## src/rtl/tnco_pkg.sv

```systemverilog
package tnco_pkg;
  localparam int ADR_CTRL   = 0;
  localparam int ADR_CENTER = 1;
  localparam int ADR_PHASE  = 2;
  localparam int ADR_FSTB   = 3;
  localparam int ADR_PSTB   = 4;
  localparam int CTRL_W     = 6;

  typedef struct packed {
    logic       sync_en;
    logic [1:0] wcode;
    logic       off_en;
    logic       clear;
    logic       load_upd;
  } ctrl_t;
endpackage

```

## src/rtl/tnco_regs.sv

```systemverilog
module tnco_regs
  import tnco_pkg::*;
#(
  parameter int ACC_W = 32,
  parameter int PH_W  = 8,
  parameter int AW    = 3,
  parameter int SYNC_STAGES = 3
) (
  input  logic             clk,
  input  logic             rst_n,
  input  logic             wr_en,
  input  logic [AW-1:0]    wr_addr,
  input  logic [ACC_W-1:0] wr_data,
  input  logic             sync_in,
  output ctrl_t            ctrl,
  output logic [ACC_W-1:0] act_center,
  output logic [PH_W-1:0]  act_phase,
  output logic             freq_upd,
  output logic             running
);
  logic [SYNC_STAGES-1:0] sync_q;
  logic                   sync_pulse;
  logic                   phase_upd;
  logic [ACC_W-1:0]       hold_center;
  logic [PH_W-1:0]        hold_phase;

  genvar g;
  generate
    for (g = 0; g < SYNC_STAGES; g++) begin : g_sync
      always_ff @(posedge clk) begin
        if (!rst_n) sync_q[g] <= 1'b0;
        else if (g == 0) sync_q[g] <= sync_in;
        else sync_q[g] <= sync_q[(g == 0) ? 0 : g-1];
      end
    end
  endgenerate

  assign sync_pulse = sync_q[SYNC_STAGES-2] & ~sync_q[SYNC_STAGES-1] & ctrl.sync_en;
  assign freq_upd   = (wr_en && wr_addr == AW'(ADR_FSTB)) || sync_pulse;
  assign phase_upd  = (wr_en && wr_addr == AW'(ADR_PSTB)) || sync_pulse;

  always_ff @(posedge clk) begin
    if (!rst_n) begin
      ctrl        <= '0;
      hold_center <= '0;
      hold_phase  <= '0;
      act_center  <= '0;
      act_phase   <= '0;
      running     <= 1'b0;
    end else begin
      if (wr_en && wr_addr == AW'(ADR_CTRL))   ctrl        <= ctrl_t'(wr_data[CTRL_W-1:0]);
      if (wr_en && wr_addr == AW'(ADR_CENTER)) hold_center <= wr_data;
      if (wr_en && wr_addr == AW'(ADR_PHASE))  hold_phase  <= wr_data[PH_W-1:0];
      if (freq_upd) begin
        act_center <= hold_center;
        running    <= 1'b1;
      end
      if (phase_upd) act_phase <= hold_phase;
    end
  end

  // the active center moves only on a frequency update
  p_center_hold_r2: assert property (@(posedge clk) disable iff (!rst_n)
    !$past(freq_upd) |-> $stable(act_center));
  p_center_load_r2: assert property (@(posedge clk) disable iff (!rst_n)
    $past(freq_upd) |-> act_center == $past(hold_center));
  // the active phase offset moves only on a phase update
  p_phase_hold_r7: assert property (@(posedge clk) disable iff (!rst_n)
    !$past(phase_upd) |-> $stable(act_phase));
  // once running, stays running
  p_running_sticky_r9: assert property (@(posedge clk) disable iff (!rst_n)
    $past(running) |-> running);
endmodule

```

## src/rtl/tnco_serial.sv

```systemverilog
module tnco_serial #(
  parameter int ACC_W = 32
) (
  input  logic             clk,
  input  logic             rst_n,
  input  logic             ser_valid,
  input  logic             ser_data,
  input  logic             ser_last,
  input  logic [1:0]       wcode,
  output logic             ser_ready,
  output logic [ACC_W-1:0] off_word
);
  localparam int LANE = ACC_W / 4;

  logic [ACC_W-1:0] shreg;
  logic [ACC_W-1:0] shnext;
  logic             accept;

  function automatic logic [ACC_W-1:0] sext(input logic [ACC_W-1:0] v, input logic [1:0] code);
    logic [ACC_W-1:0] r;
    int w;
    w = (int'(code) + 1) * LANE;
    for (int i = 0; i < ACC_W; i++) r[i] = (i < w) ? v[i] : v[w-1];
    return r;
  endfunction

  assign ser_ready = 1'b1;
  assign accept    = ser_valid & ser_ready;
  assign shnext    = {shreg[ACC_W-2:0], ser_data};

  always_ff @(posedge clk) begin
    if (!rst_n) begin
      shreg    <= '0;
      off_word <= '0;
    end else if (accept) begin
      shreg <= shnext;
      if (ser_last) off_word <= sext(shnext, wcode);
    end
  end

  // the offset word changes only at the end of a frame
  p_offset_hold_r5: assert property (@(posedge clk) disable iff (!rst_n)
    !$past(ser_valid && ser_last) |-> $stable(off_word));
  // an 8-bit frame yields a sign-extended word
  p_offset_sign_r5: assert property (@(posedge clk) disable iff (!rst_n)
    ($past(ser_valid && ser_last) && $past(wcode) == 2'd0) |->
      (off_word[ACC_W-1:LANE-1] == '0 || off_word[ACC_W-1:LANE-1] == '1));
endmodule

```

## src/rtl/tnco_phase_acc.sv

```systemverilog
module tnco_phase_acc #(
  parameter int ACC_W = 32,
  parameter int PH_W  = 8
) (
  input  logic             clk,
  input  logic             rst_n,
  input  logic [ACC_W-1:0] inc,
  input  logic             hold,
  input  logic             load_zero,
  input  logic [PH_W-1:0]  phase_off,
  output logic             strobe,
  output logic [PH_W-1:0]  phase_out
);
  logic [ACC_W-1:0] acc;
  logic [ACC_W:0]   sum;

  assign sum       = {1'b0, acc} + {1'b0, inc};
  assign phase_out = acc[ACC_W-1 -: PH_W] + phase_off;

  always_ff @(posedge clk) begin
    if (!rst_n) begin
      acc    <= '0;
      strobe <= 1'b0;
    end else if (hold || load_zero) begin
      acc    <= '0;
      strobe <= 1'b0;
    end else begin
      acc    <= sum[ACC_W-1:0];
      strobe <= sum[ACC_W];
    end
  end

  // strobe marks exactly the cycles where the accumulator wrapped
  p_wrap_strobe_r1: assert property (@(posedge clk) disable iff (!rst_n)
    (!$past(hold) && !$past(load_zero)) |-> (strobe == (acc < $past(acc))));
  // clear holds zero with no strobe
  p_clear_zero_r4: assert property (@(posedge clk) disable iff (!rst_n)
    $past(hold) |-> (acc == '0 && !strobe));
  // load on update restarts the phase
  p_load_zero_r6: assert property (@(posedge clk) disable iff (!rst_n)
    $past(load_zero) |-> acc == '0);
endmodule

```

## src/rtl/timing_nco.sv

```systemverilog
module timing_nco
  import tnco_pkg::*;
#(
  parameter int ACC_W = 32,
  parameter int PH_W  = 8,
  parameter int AW    = 3
) (
  input  logic             clk,
  input  logic             rst_n,
  input  logic             wr_en,
  input  logic [AW-1:0]    wr_addr,
  input  logic [ACC_W-1:0] wr_data,
  input  logic             sync_in,
  input  logic             ser_valid,
  output logic             ser_ready,
  input  logic             ser_data,
  input  logic             ser_last,
  output logic             run_strobe,
  output logic [PH_W-1:0]  phase_out
);
  ctrl_t            ctrl;
  logic [ACC_W-1:0] act_center;
  logic [PH_W-1:0]  act_phase;
  logic             freq_upd;
  logic             running;
  logic [ACC_W-1:0] off_word;
  logic [ACC_W-1:0] inc;
  logic             hold;
  logic             load_zero;

  tnco_regs #(.ACC_W(ACC_W), .PH_W(PH_W), .AW(AW), .SYNC_STAGES(3)) u_regs (
    .clk(clk), .rst_n(rst_n), .wr_en(wr_en), .wr_addr(wr_addr), .wr_data(wr_data),
    .sync_in(sync_in), .ctrl(ctrl), .act_center(act_center), .act_phase(act_phase),
    .freq_upd(freq_upd), .running(running)
  );

  tnco_serial #(.ACC_W(ACC_W)) u_ser (
    .clk(clk), .rst_n(rst_n), .ser_valid(ser_valid), .ser_data(ser_data),
    .ser_last(ser_last), .wcode(ctrl.wcode), .ser_ready(ser_ready), .off_word(off_word)
  );

  assign inc       = act_center + (ctrl.off_en ? off_word : '0);
  assign hold      = ctrl.clear | ~running;
  assign load_zero = freq_upd & ctrl.load_upd;

  tnco_phase_acc #(.ACC_W(ACC_W), .PH_W(PH_W)) u_acc (
    .clk(clk), .rst_n(rst_n), .inc(inc), .hold(hold), .load_zero(load_zero),
    .phase_off(act_phase), .strobe(run_strobe), .phase_out(phase_out)
  );

  // no strobe before the first frequency update
  p_idle_quiet_r9: assert property (@(posedge clk) disable iff (!rst_n)
    !running |-> !run_strobe);
endmodule

```

## config.mk

```make
export PLATFORM = sky130hd
export DESIGN_NAME = timing_nco
export DESIGN_NICKNAME = d
export VERILOG_FILES = /design/src/rtl/tnco_pkg.sv /design/src/rtl/tnco_regs.sv /design/src/rtl/tnco_serial.sv /design/src/rtl/tnco_phase_acc.sv /design/src/rtl/timing_nco.sv
export SDC_FILE = /design/constraint.sdc
export NUM_CORES = 1
export LEC_CHECK = 0
export BUFFER_PORTS_ARGS = -buffer_cell sky130_fd_sc_hd__buf_2
export CORE_ASPECT_RATIO = 0.8
export CORE_MARGIN = 5
export CORE_UTILIZATION = 35
export DETAILED_ROUTE_END_ITERATION = 6
export HOLD_SLACK_MARGIN = 0.02
export PLACE_DENSITY = 0.6
export SLEW_MARGIN = 20
export SYNTH_ARGS = -nofsm -noshare
export SYNTH_HDL_FRONTEND = slang
export SYNTH_SLANG_ARGS = --single-unit
```

## constraint.sdc

```tcl
create_clock -name clk -period 5.2 [get_ports clk]
set_clock_uncertainty 0.1 [all_clocks]
set_input_delay 0.26 -clock clk [delete_from_list [all_inputs] [get_ports clk]]
set_output_delay 0.26 -clock clk [all_outputs]
set_load 0.02 [all_outputs]
```

# == Yosys cells after proc, flatten, opt, wreduce, memory -nomap -nowiden ==
# Index checks and enable logic that the tools add are counted.
# totals
ff_bits,186
in_bits,42
# classes
addsub,5
n_lt_le_gt_ge,33
n_eq_ne,4
muxes,36
bitwise_logic,7
reduce_logical,11
# ops
cell,count
6-bit by 32-bit < comparator with 1-bit output (first input constant),16
5-bit by 32-bit < comparator with 1-bit output (first input constant),8
4-bit by 32-bit < comparator with 1-bit output (first input constant),4
3-bit by 32-bit < comparator with 1-bit output (first input constant),2
1-bit two-way mux,34
32-bit by 32-bit adder with 33-bit output,1
32-bit adder,1
1-bit by 32-bit < comparator with 1-bit output (first input constant),1
2-bit by 32-bit < comparator with 1-bit output (first input constant),1
32-bit by 7-bit < comparator with 1-bit output (second input constant),1
32-bit two-way mux,1
32-bit by 2-bit subtractor with 32-bit output (second input constant),1
8-bit adder,1
3-bit by 2-bit == test with 1-bit output (second input constant),2
1-bit binary-select mux with 5-bit select,1
1-bit logical AND,5
2-bit by 1-bit adder with 3-bit output (second input constant),1
1-bit bitwise AND,3
3-bit by 1-bit == test with 1-bit output (second input constant),1
3-bit == test (second input constant),1
3-bit zero test,1
1-bit logical OR,3
1-bit NOT,3
2-bit AND reduction,1
2 further kinds,2

# == Depth between registers and ports, before layout ==
# Gate-level depths: netlist (run 1).
# logic_depth
depth_word,7
depth_mapped,23
depth_no_buf,21

# == Modules after synthesis ==
# From an unflattened synthesis (run 1), not the netlist that was laid out.
# unflattened
hier_cells,1278
hier_area_um2,11018.1
# modules_own_cells
mod,instances,cells_per_inst,area_each_um2,seq_area_each_um2
tnco_regs,1,374,3498.4,1801.7
tnco_phase_acc,1,349,2856.5,660.6
tnco_serial,1,279,2722.6,1261.2
timing_nco,1,276,1940.6,0.0

# == Least setup slack after synthesis (run 1) ==
# No wires, ideal clock.
# synth_timing
path_kind,reg-to-reg
from,"register, netlist name u_regs.ctrl[2]"
to,register u_acc.acc[31]
arrival_time_ns,4.131
t_required_ns,5.028
setup_slack_ns,0.897
stages_incl_launch_ff,23
path_buffers,1
cell_sequence,dfxtp_1 clkbuf_1 and2_1 ha_1 inv_1 fa_1 nand2b_1 a21oi_1 o31ai_1 o21a_1 o21ai_0 nand4_1 nand3b_1 xor2_1 ha_1 a21oi_1 o21bai_1 a21oi_1 nor2b_1 o41ai_1 o32ai_1 o22ai_1 mux2i_1
# synth_via
elab_chain_cells,3
# synth_rtl
element,line_no,rtl
32-bit two-way mux,timing_nco.sv:42,assign inc = act_center + (ctrl.off_en ? off_word : '0);
32-bit adder,timing_nco.sv:42,
32-bit by 32-bit adder with 33-bit output,tnco_phase_acc.sv:17,"assign sum = {1'b0, acc} + {1'b0, inc};"
to (signal assigned),tnco_phase_acc.sv:28,acc <= sum[ACC_W-1:0];
to (decl),tnco_phase_acc.sv:14,logic [ACC_W-1:0] acc;
# No other way between the ends.
# A chain may end at the register's enable or synchronous reset.

# == Worst setup path after layout (run 1) ==
# layout_timing
from,"register, netlist name u_regs.ctrl[2]"
to,register u_acc.acc[31]
# layout_via
elab_chain_cells,3
# layout_rtl
element,line_no
32-bit two-way mux,timing_nco.sv:42
32-bit adder,timing_nco.sv:42
32-bit by 32-bit adder with 33-bit output,tnco_phase_acc.sv:17
# No other way between the ends.

==> flow_summary.yaml, run 1 <==
run_status:
  status: "complete, no violations"
grt:
  grt_usage: 0.151
  grt_pass1_wl_um: 41300
  overflow: 0
  antenna_found_initial: 0
  grt_max_degree: 85
  grt_pass1_vias: 7935
synth:
  async_reset_ff_frac: 0
  yosys.area.top_type: "dfxtp_1"
  netlist.area_leader.share: 0.355
  syn-num-nets: 1362
  ys_seq_area_frac: 0.355
  netlist_area_sq_um: 10500
  syn_area_per_cell_sq_um: 8.42
  synth_area_leaders: "dfxtp_1, ha_1, nand2_1"
  synth_edf_count: 0
  synthTopCellsByCount: "nand2_1, dfxtp_1, a21oi_1"
  syn-instance-count: 1245
  ys_warn_count: 0
  synth_cell_types: 61
  synth.most_common_cell: "nand2_1"
  synth_seq_cells: 186
  synthFlopType: "dfxtp_1"
critical_path:
  reg2reg_depth: 21
  worstPathArrival_ps: 4920
  endpoint_kind: "flop"
  critPathMostFrequentCell: "a21oi_1"
  cp_slowest_cell: "fa_1"
  crit_path_max_fanout: 6
  cp_slowest_stage_delay_ps: 390
  cp_top_family: "compound AO/OA/AOI/OAI gates"
  cp-start-kind: "flop"
  crit_buf_inv: 1
  path_class: "flop to flop"
  rrSetupSlack_ps: 540
  worstPathRequired_ps: 5470
  rr_startpoint: "u_regs.ctrl[2]$_SDFFE_PN0P_"
  rr_endpoint: "u_acc.acc[31]$_SDFF_PP0_"
  path_cells: "and2_1 > ha_1 > inv_1 > fa_1 > nand2b_1 > a21oi_1 > o31ai_1 > o21a_1 > o21ai_0 > nand4_1 > nand3b_1 > xor2_1 > ha_1 > a21oi_1 > o21bai_1 > a21oi_1 > nor2b_1 > o41ai_1 > o32ai_1 > o22ai_1 > mux2i_1"
sta:
  finalHoldViolations: 0
  setup_violations: 0
  timing.final.max_slew_violations: 0
  rsz0062_at_grt: "false"
  period_share: 0.895
  slew_headroom: 0.243
  fmax_mhz: 215
  totalNegativeSetupSlack_ps: 0
  post-route-min-period_ps: 4660
  tightest_slew_ps: 1130
floorplan:
  die_h_um: 165
  io_pins: 52
  rows: 56
  dieArea_sq_um: 33500
  core_sq_um: 29400
  die_x_um: 204
  start_util: 0.356
place:
  hpwl_um: 18100
  routabilityCongestion: 0.878
  numPortBuffers: 50
  dp.cells: 1611
cts:
  cts_tree: "built"
  cts_made_buffers: 17
  cts_sinks: 186
  root_buffer: "clkbuf_16"
  clock_latency_ps: 440
  clk_pin_slew_worst_paths_ps: 80
  cts_resized: 0
  cts.htree.levels: 4
  clockBufferDepth: 2
min_path:
  min_from: "wr_data[2]"
  hp-class: "primary input to flop"
  holdPathStages: 3
  hold_path_end: "u_regs.hold_center[2]$_SDFFE_PN0P_"
final_layout:
  multi_input_area_sq_um: 6440
  regArea_sq_um: 3720
  nets: 1401
  antennaDiodeCount: 0
  fillCellCount: 2987
  drive_gt1_frac: 0.0817
  stdcell_count: 1674
  syn2layout_area_growth_pct: 13.7
power_and_ir_drop:
  p_leak_nw: 4.96
  p_per_area_nw_per_um2: 241
  ir_worst_vdd_uv: 208
job:
  drv_cap: 0
detailed_routing:
  wl_um: 25100
  antenna_left: 0
  avgRoutedWirePerCell_um: 15.0
  via_count: 8484
  dr.pass1.iters: 5
  drtIter0Drc: 845
  drc_errors: 0
  via_per_inst: 5.07
## flip-flops by register name, summed over array words and instances (netlist names)
| signal | flops |
|---|---|
| u_regs.hold_phase | 8 |
| u_acc.acc | 32 |
| u_ser.off_word | 32 |
| u_regs.sync_q | 3 |
| u_regs.hold_center | 32 |
| u_regs.act_phase | 8 |
| u_ser.shreg | 31 |
| u_acc.strobe | 1 |
| u_regs.ctrl | 6 |
| u_regs.running | 1 |
| u_regs.act_center | 32 |
## kinds of logic (layout without fill, tap and decap cells)
group                      count (synthesis)  in the layout  share of synthesized area
xor gates and xnor gates                  66             66                     0.0551
muxes                                     53             53                     0.0506
AOI/OAI and AO/OA                        330            330                      0.211
and+or+nand+nor                          441            441                      0.203
other                                      1              1                   0.000358
buffers and inverters                     93            145                     0.0336
DFF                                      186            186                      0.355
adders and majority gates                 75             75                     0.0916
## cells in the final DEF (no fill, tap or decap), drive strengths merged, types with 3 or more instances in the layout
master / instances
or3: 4
nand3b: 3
a41oi: 3
nand2b: 9
a21boi: 77
dlygate4sd3: 31
a31oi: 27
clkbuf: 20
fa: 3
nor2: 64
o21ai: 64
a21oi: 80
dfxtp: 186
xor2: 27
mux2i: 53
nand3: 11
nor2b: 78
o31ai: 8
o21a: 8
ha: 72
and2: 43
o21bai: 8
inv: 32
a211oi: 3
and3: 3
buf: 58
nand2: 190
clkinv: 4
xnor2: 39
a21o: 31
nand4: 14
nor3: 13
a211o: 3
## worst min-delay path: cells and delay by family
| kind | cells | cell delay, ps |
|---|---|---|
| buf+inv | 1 | 140 |
| simple gates | 1 | 60 |
| compound gates | 1 | 70 |
## layer usage
| layer | vias to the layer above | part of all wire | track usage |
|---|---|---|---|
| met5 | - | 0 | 0 |
| li1 | 4371 | - | - |
| met2 | 209 | 0.42 | 0.228 |
| met3 | 29 | 0.047 | 0.0261 |
| met1 | 3875 | 0.52 | 0.224 |
| met4 | 0 | 0.018 | 0.0362 |
## through the flow
step,hold WS (ps),cell area [sq um],setup WS (ps),utilization,total power [mW]
6_report,36.9,11900,545,0.405,2.88
5_1_grt,48.4,11900,110,0.405,2.99
4_1_cts,20.8,11900,570,0.405,2.91
3_5_place_dp,322,11000,646,0.375,1.61
3_3_place_gp,323,11000,793,0.375,1.61
2_1_floorplan,287,10500,897,-,1.57
## what timing repair did
item | CTS | global route
hold buffers | 31 | 0
buffers inserted | 0 | 0
endpoints found under the hold margin | 36 | 0
endpoints found under the setup margin | 0 | 0
## layout make-up
cell class,count,area share
Multi-Input combinational cell,966,0.540
Sequential cell,186,0.312
Timing Repair Buffer,89,0.0523
Tap cell,377,0.0396
Clock buffer,20,0.0383
Clock inverter,12,0.00976
Inverter,24,0.00756
## report_power, final
group	total (mW)	switching, mW	leakage [nW]	internal, mW
clock network	1.28	0.620	0.285	0.661
logic	0.144	0.0764	3.17	0.0672
registers	1.45	0.0103	1.50	1.44
total	2.88	0.707	4.96	2.17
## worst max-delay path by stage
stage / endpoint / cells past startpoint / from
after CTS: u_acc.acc[31]$_SDFF_PP0_ / 21 / u_regs.ctrl[2]$_SDFFE_PN0P_
after global placement: u_acc.acc[31]$_SDFF_PP0_ / 21 / u_regs.ctrl[2]$_SDFFE_PN0P_
final: u_acc.acc[31]$_SDFF_PP0_ / 21 / u_regs.ctrl[2]$_SDFFE_PN0P_
after global routing: u_acc.acc[31]$_SDFF_PP0_ / 21 / u_regs.ctrl[2]$_SDFFE_PN0P_
after floorplan: u_acc.acc[31]$_SDFF_PP0_ / 22 / u_regs.ctrl[2]$_SDFFE_PN0P_
after detailed placement: u_acc.acc[31]$_SDFF_PP0_ / 21 / u_regs.ctrl[2]$_SDFFE_PN0P_
(Power assumes the default switching activity.)
==> inputs of run 2 (changes only) <==
--- a/config.mk
+++ b/config.mk
@@ -11,7 +11,7 @@
 export CORE_UTILIZATION = 35
 export DETAILED_ROUTE_END_ITERATION = 6
 export HOLD_SLACK_MARGIN = 0.02
-export PLACE_DENSITY = 0.6
+export PLACE_DENSITY_LB_ADDON = 0.12
 export SLEW_MARGIN = 20
 export SYNTH_ARGS = -nofsm -noshare
 export SYNTH_HDL_FRONTEND = slang
==> flow_summary.yaml, run 2 (synthesis gave the netlist of run 1 again) <==
place:
  pre_cts_ws_ps: 298
  place_area_sq_um: 11100
  hpwl_um: 19600
  numPortBuffers: 50
  routabilityCongestion: 0.849
min_path:
  min_from: "wr_data[3]"
  hp-class: "primary input to flop"
  hold_path_end: "u_regs.hold_center[3]$_SDFFE_PN0P_"
  holdPathStages: 3
cts:
  clock_latency_ps: 440
  cts_sinks: 186
  cts_tree: "built"
  root_buffer: "clkbuf_16"
  clockBufferDepth: 2
  cts.htree.levels: 4
  cts_made_buffers: 17
  clk_pin_slew_worst_paths_ps: 80
final_layout:
  syn2layout_area_growth_pct: 14.1
  multi_input_area_sq_um: 6420
  regArea_sq_um: 3720
  fillCellCount: 3017
  final_area_sq_um: 12000
  most-common-layout-cells: "nand2_1, dfxtp_1, a21oi_1, nor2b_1, a21boi_0"
  drive_gt1_frac: 0.0860
  antennaDiodeCount: 0
  final_common_cell: "nand2_1"
  nets: 1407
sta:
  setup_violations: 0
  rsz0062_at_grt: "false"
  fmax_mhz: 212
  period_share: 0.906
  tightest_slew_ps: 960
  post-route-min-period_ps: 4710
  slew_headroom: 0.360
  finalHoldViolations: 0
  totalNegativeSetupSlack_ps: 0
  layout_setup_ws_ps: 490
  timing.final.max_slew_violations: 0
floorplan:
  die_x_um: 204
  start_util: 0.356
  dieArea_sq_um: 33500
  rows: 56
  core_sq_um: 29400
  die_h_um: 165
  io_pins: 52
job:
  drv_cap: 0
power_and_ir_drop:
  p_int_mw: 2.15
  power.total_mw: 2.89
  p_sw_mw: 0.740
  switching_share: 0.256
  p_comb_frac: 0.051
  p_leak_nw: 4.98
  clkPwrFrac: 0.447
  seqPwrFrac: 0.503
  p_per_area_nw_per_um2: 242
  ir_worst_vdd_uv: 216
grt:
  grt_max_degree: 94
  overflow: 0
  grt_pass1_vias: 8045
  antenna_found_initial: 0
  grt_pass1_wl_um: 44100
  grt_usage: 0.164
detailed_routing:
  drc_errors: 0
  via_per_inst: 5.00
  wl_um: 27000
  drtIter0Drc: 428
  dr.pass1.iters: 5
  antenna_left: 0
  via_count: 8401
  avgRoutedWirePerCell_um: 16.1
critical_path:
  path_class: "flop to flop"
  reg2reg_depth: 18
  crit_path_max_fanout: 20
  endpoint_kind: "flop"
  worstPathArrival_ps: 4930
  rr_endpoint: "u_acc.acc[23]$_SDFF_PP0_"
  cp-start-kind: "flop"
  worstPathRequired_ps: 5420
  rr_startpoint: "u_regs.ctrl[2]$_SDFFE_PN0P_"
  rrSetupSlack_ps: 490
run_status:
  status: "complete, no violations"
-- run 2: worst max path at each step --
stage,start,end,cells after the start
CTS,u_regs.ctrl[2]$_SDFFE_PN0P_,u_acc.acc[31]$_SDFF_PP0_,21
global route,u_regs.ctrl[2]$_SDFFE_PN0P_,u_acc.acc[31]$_SDFF_PP0_,21
detailed placement,u_regs.ctrl[2]$_SDFFE_PN0P_,u_acc.acc[30]$_SDFF_PP0_,18
global placement,u_regs.ctrl[2]$_SDFFE_PN0P_,u_acc.acc[30]$_SDFF_PP0_,18
floorplan,u_regs.ctrl[2]$_SDFFE_PN0P_,u_acc.acc[31]$_SDFF_PP0_,22
finish,u_regs.ctrl[2]$_SDFFE_PN0P_,u_acc.acc[23]$_SDFF_PP0_,18
-- run 2: area by class of cell --
| class | instances | area share |
|---|---|---|
| inverter | 24 | 0.00753 |
| timing repair buffer | 95 | 0.0563 |
| sequential | 186 | 0.311 |
| clock buffer | 17 | 0.0356 |
| multi-input combinational | 966 | 0.537 |
| clock inverter | 15 | 0.0130 |
| tap | 377 | 0.0394 |
-- run 2: what timing repair did --
action | in CTS | in global routing
buffers inserted | 0 | 0
gates resized for setup | 0 | 3
endpoints found under the setup margin | 0 | 2
endpoints found under the hold margin | 37 | 0
hold buffers | 33 | 0
-- run 2: power groups by stage --
stage	Sequential [mW]	Combinational (mW)	Clock, mW
finish	1.45	0.146	1.29
floorplan	1.48	0.0863	0
detailed placement	1.49	0.129	0
CTS	1.45	0.148	1.34
global route	1.46	0.163	1.39
global placement	1.49	0.128	0
-- run 2: critical path, stage by stage (launching register included) --
cell      delay (ps)
dfxtp_2          460
and2_1           170
ha_1             150
inv_1             50
fa_1             390
nand2b_1         180
a21oi_1          270
nor2_1           130
o21ai_0          220
xor2_1           300
ha_1             360
a21o_1           240
or3_1            340
or4_4            430
a31oi_4          240
o31ai_4          130
a21boi_1         200
xor2_1           170
nor2_1            50
-- run 2: through the flow --
step | hold slack [ps] | instances | util
floorplan | 287 | 1245 | -
global placement | 316 | 1615 | 0.376
detailed placement | 319 | 1615 | 0.376
CTS | 20.4 | 1680 | 0.406
global route | 39.2 | 1680 | 0.407
finish | 37.7 | 1680 | 0.407
-- run 2: layer usage --
metal,vias to the layer above,routed length [um],global-route usage
met5,-,0,0
met4,0,211,0.0325
met3,12,868,0.0271
met2,121,10900,0.239
met1,3858,15000,0.255
li1,4410,-,-
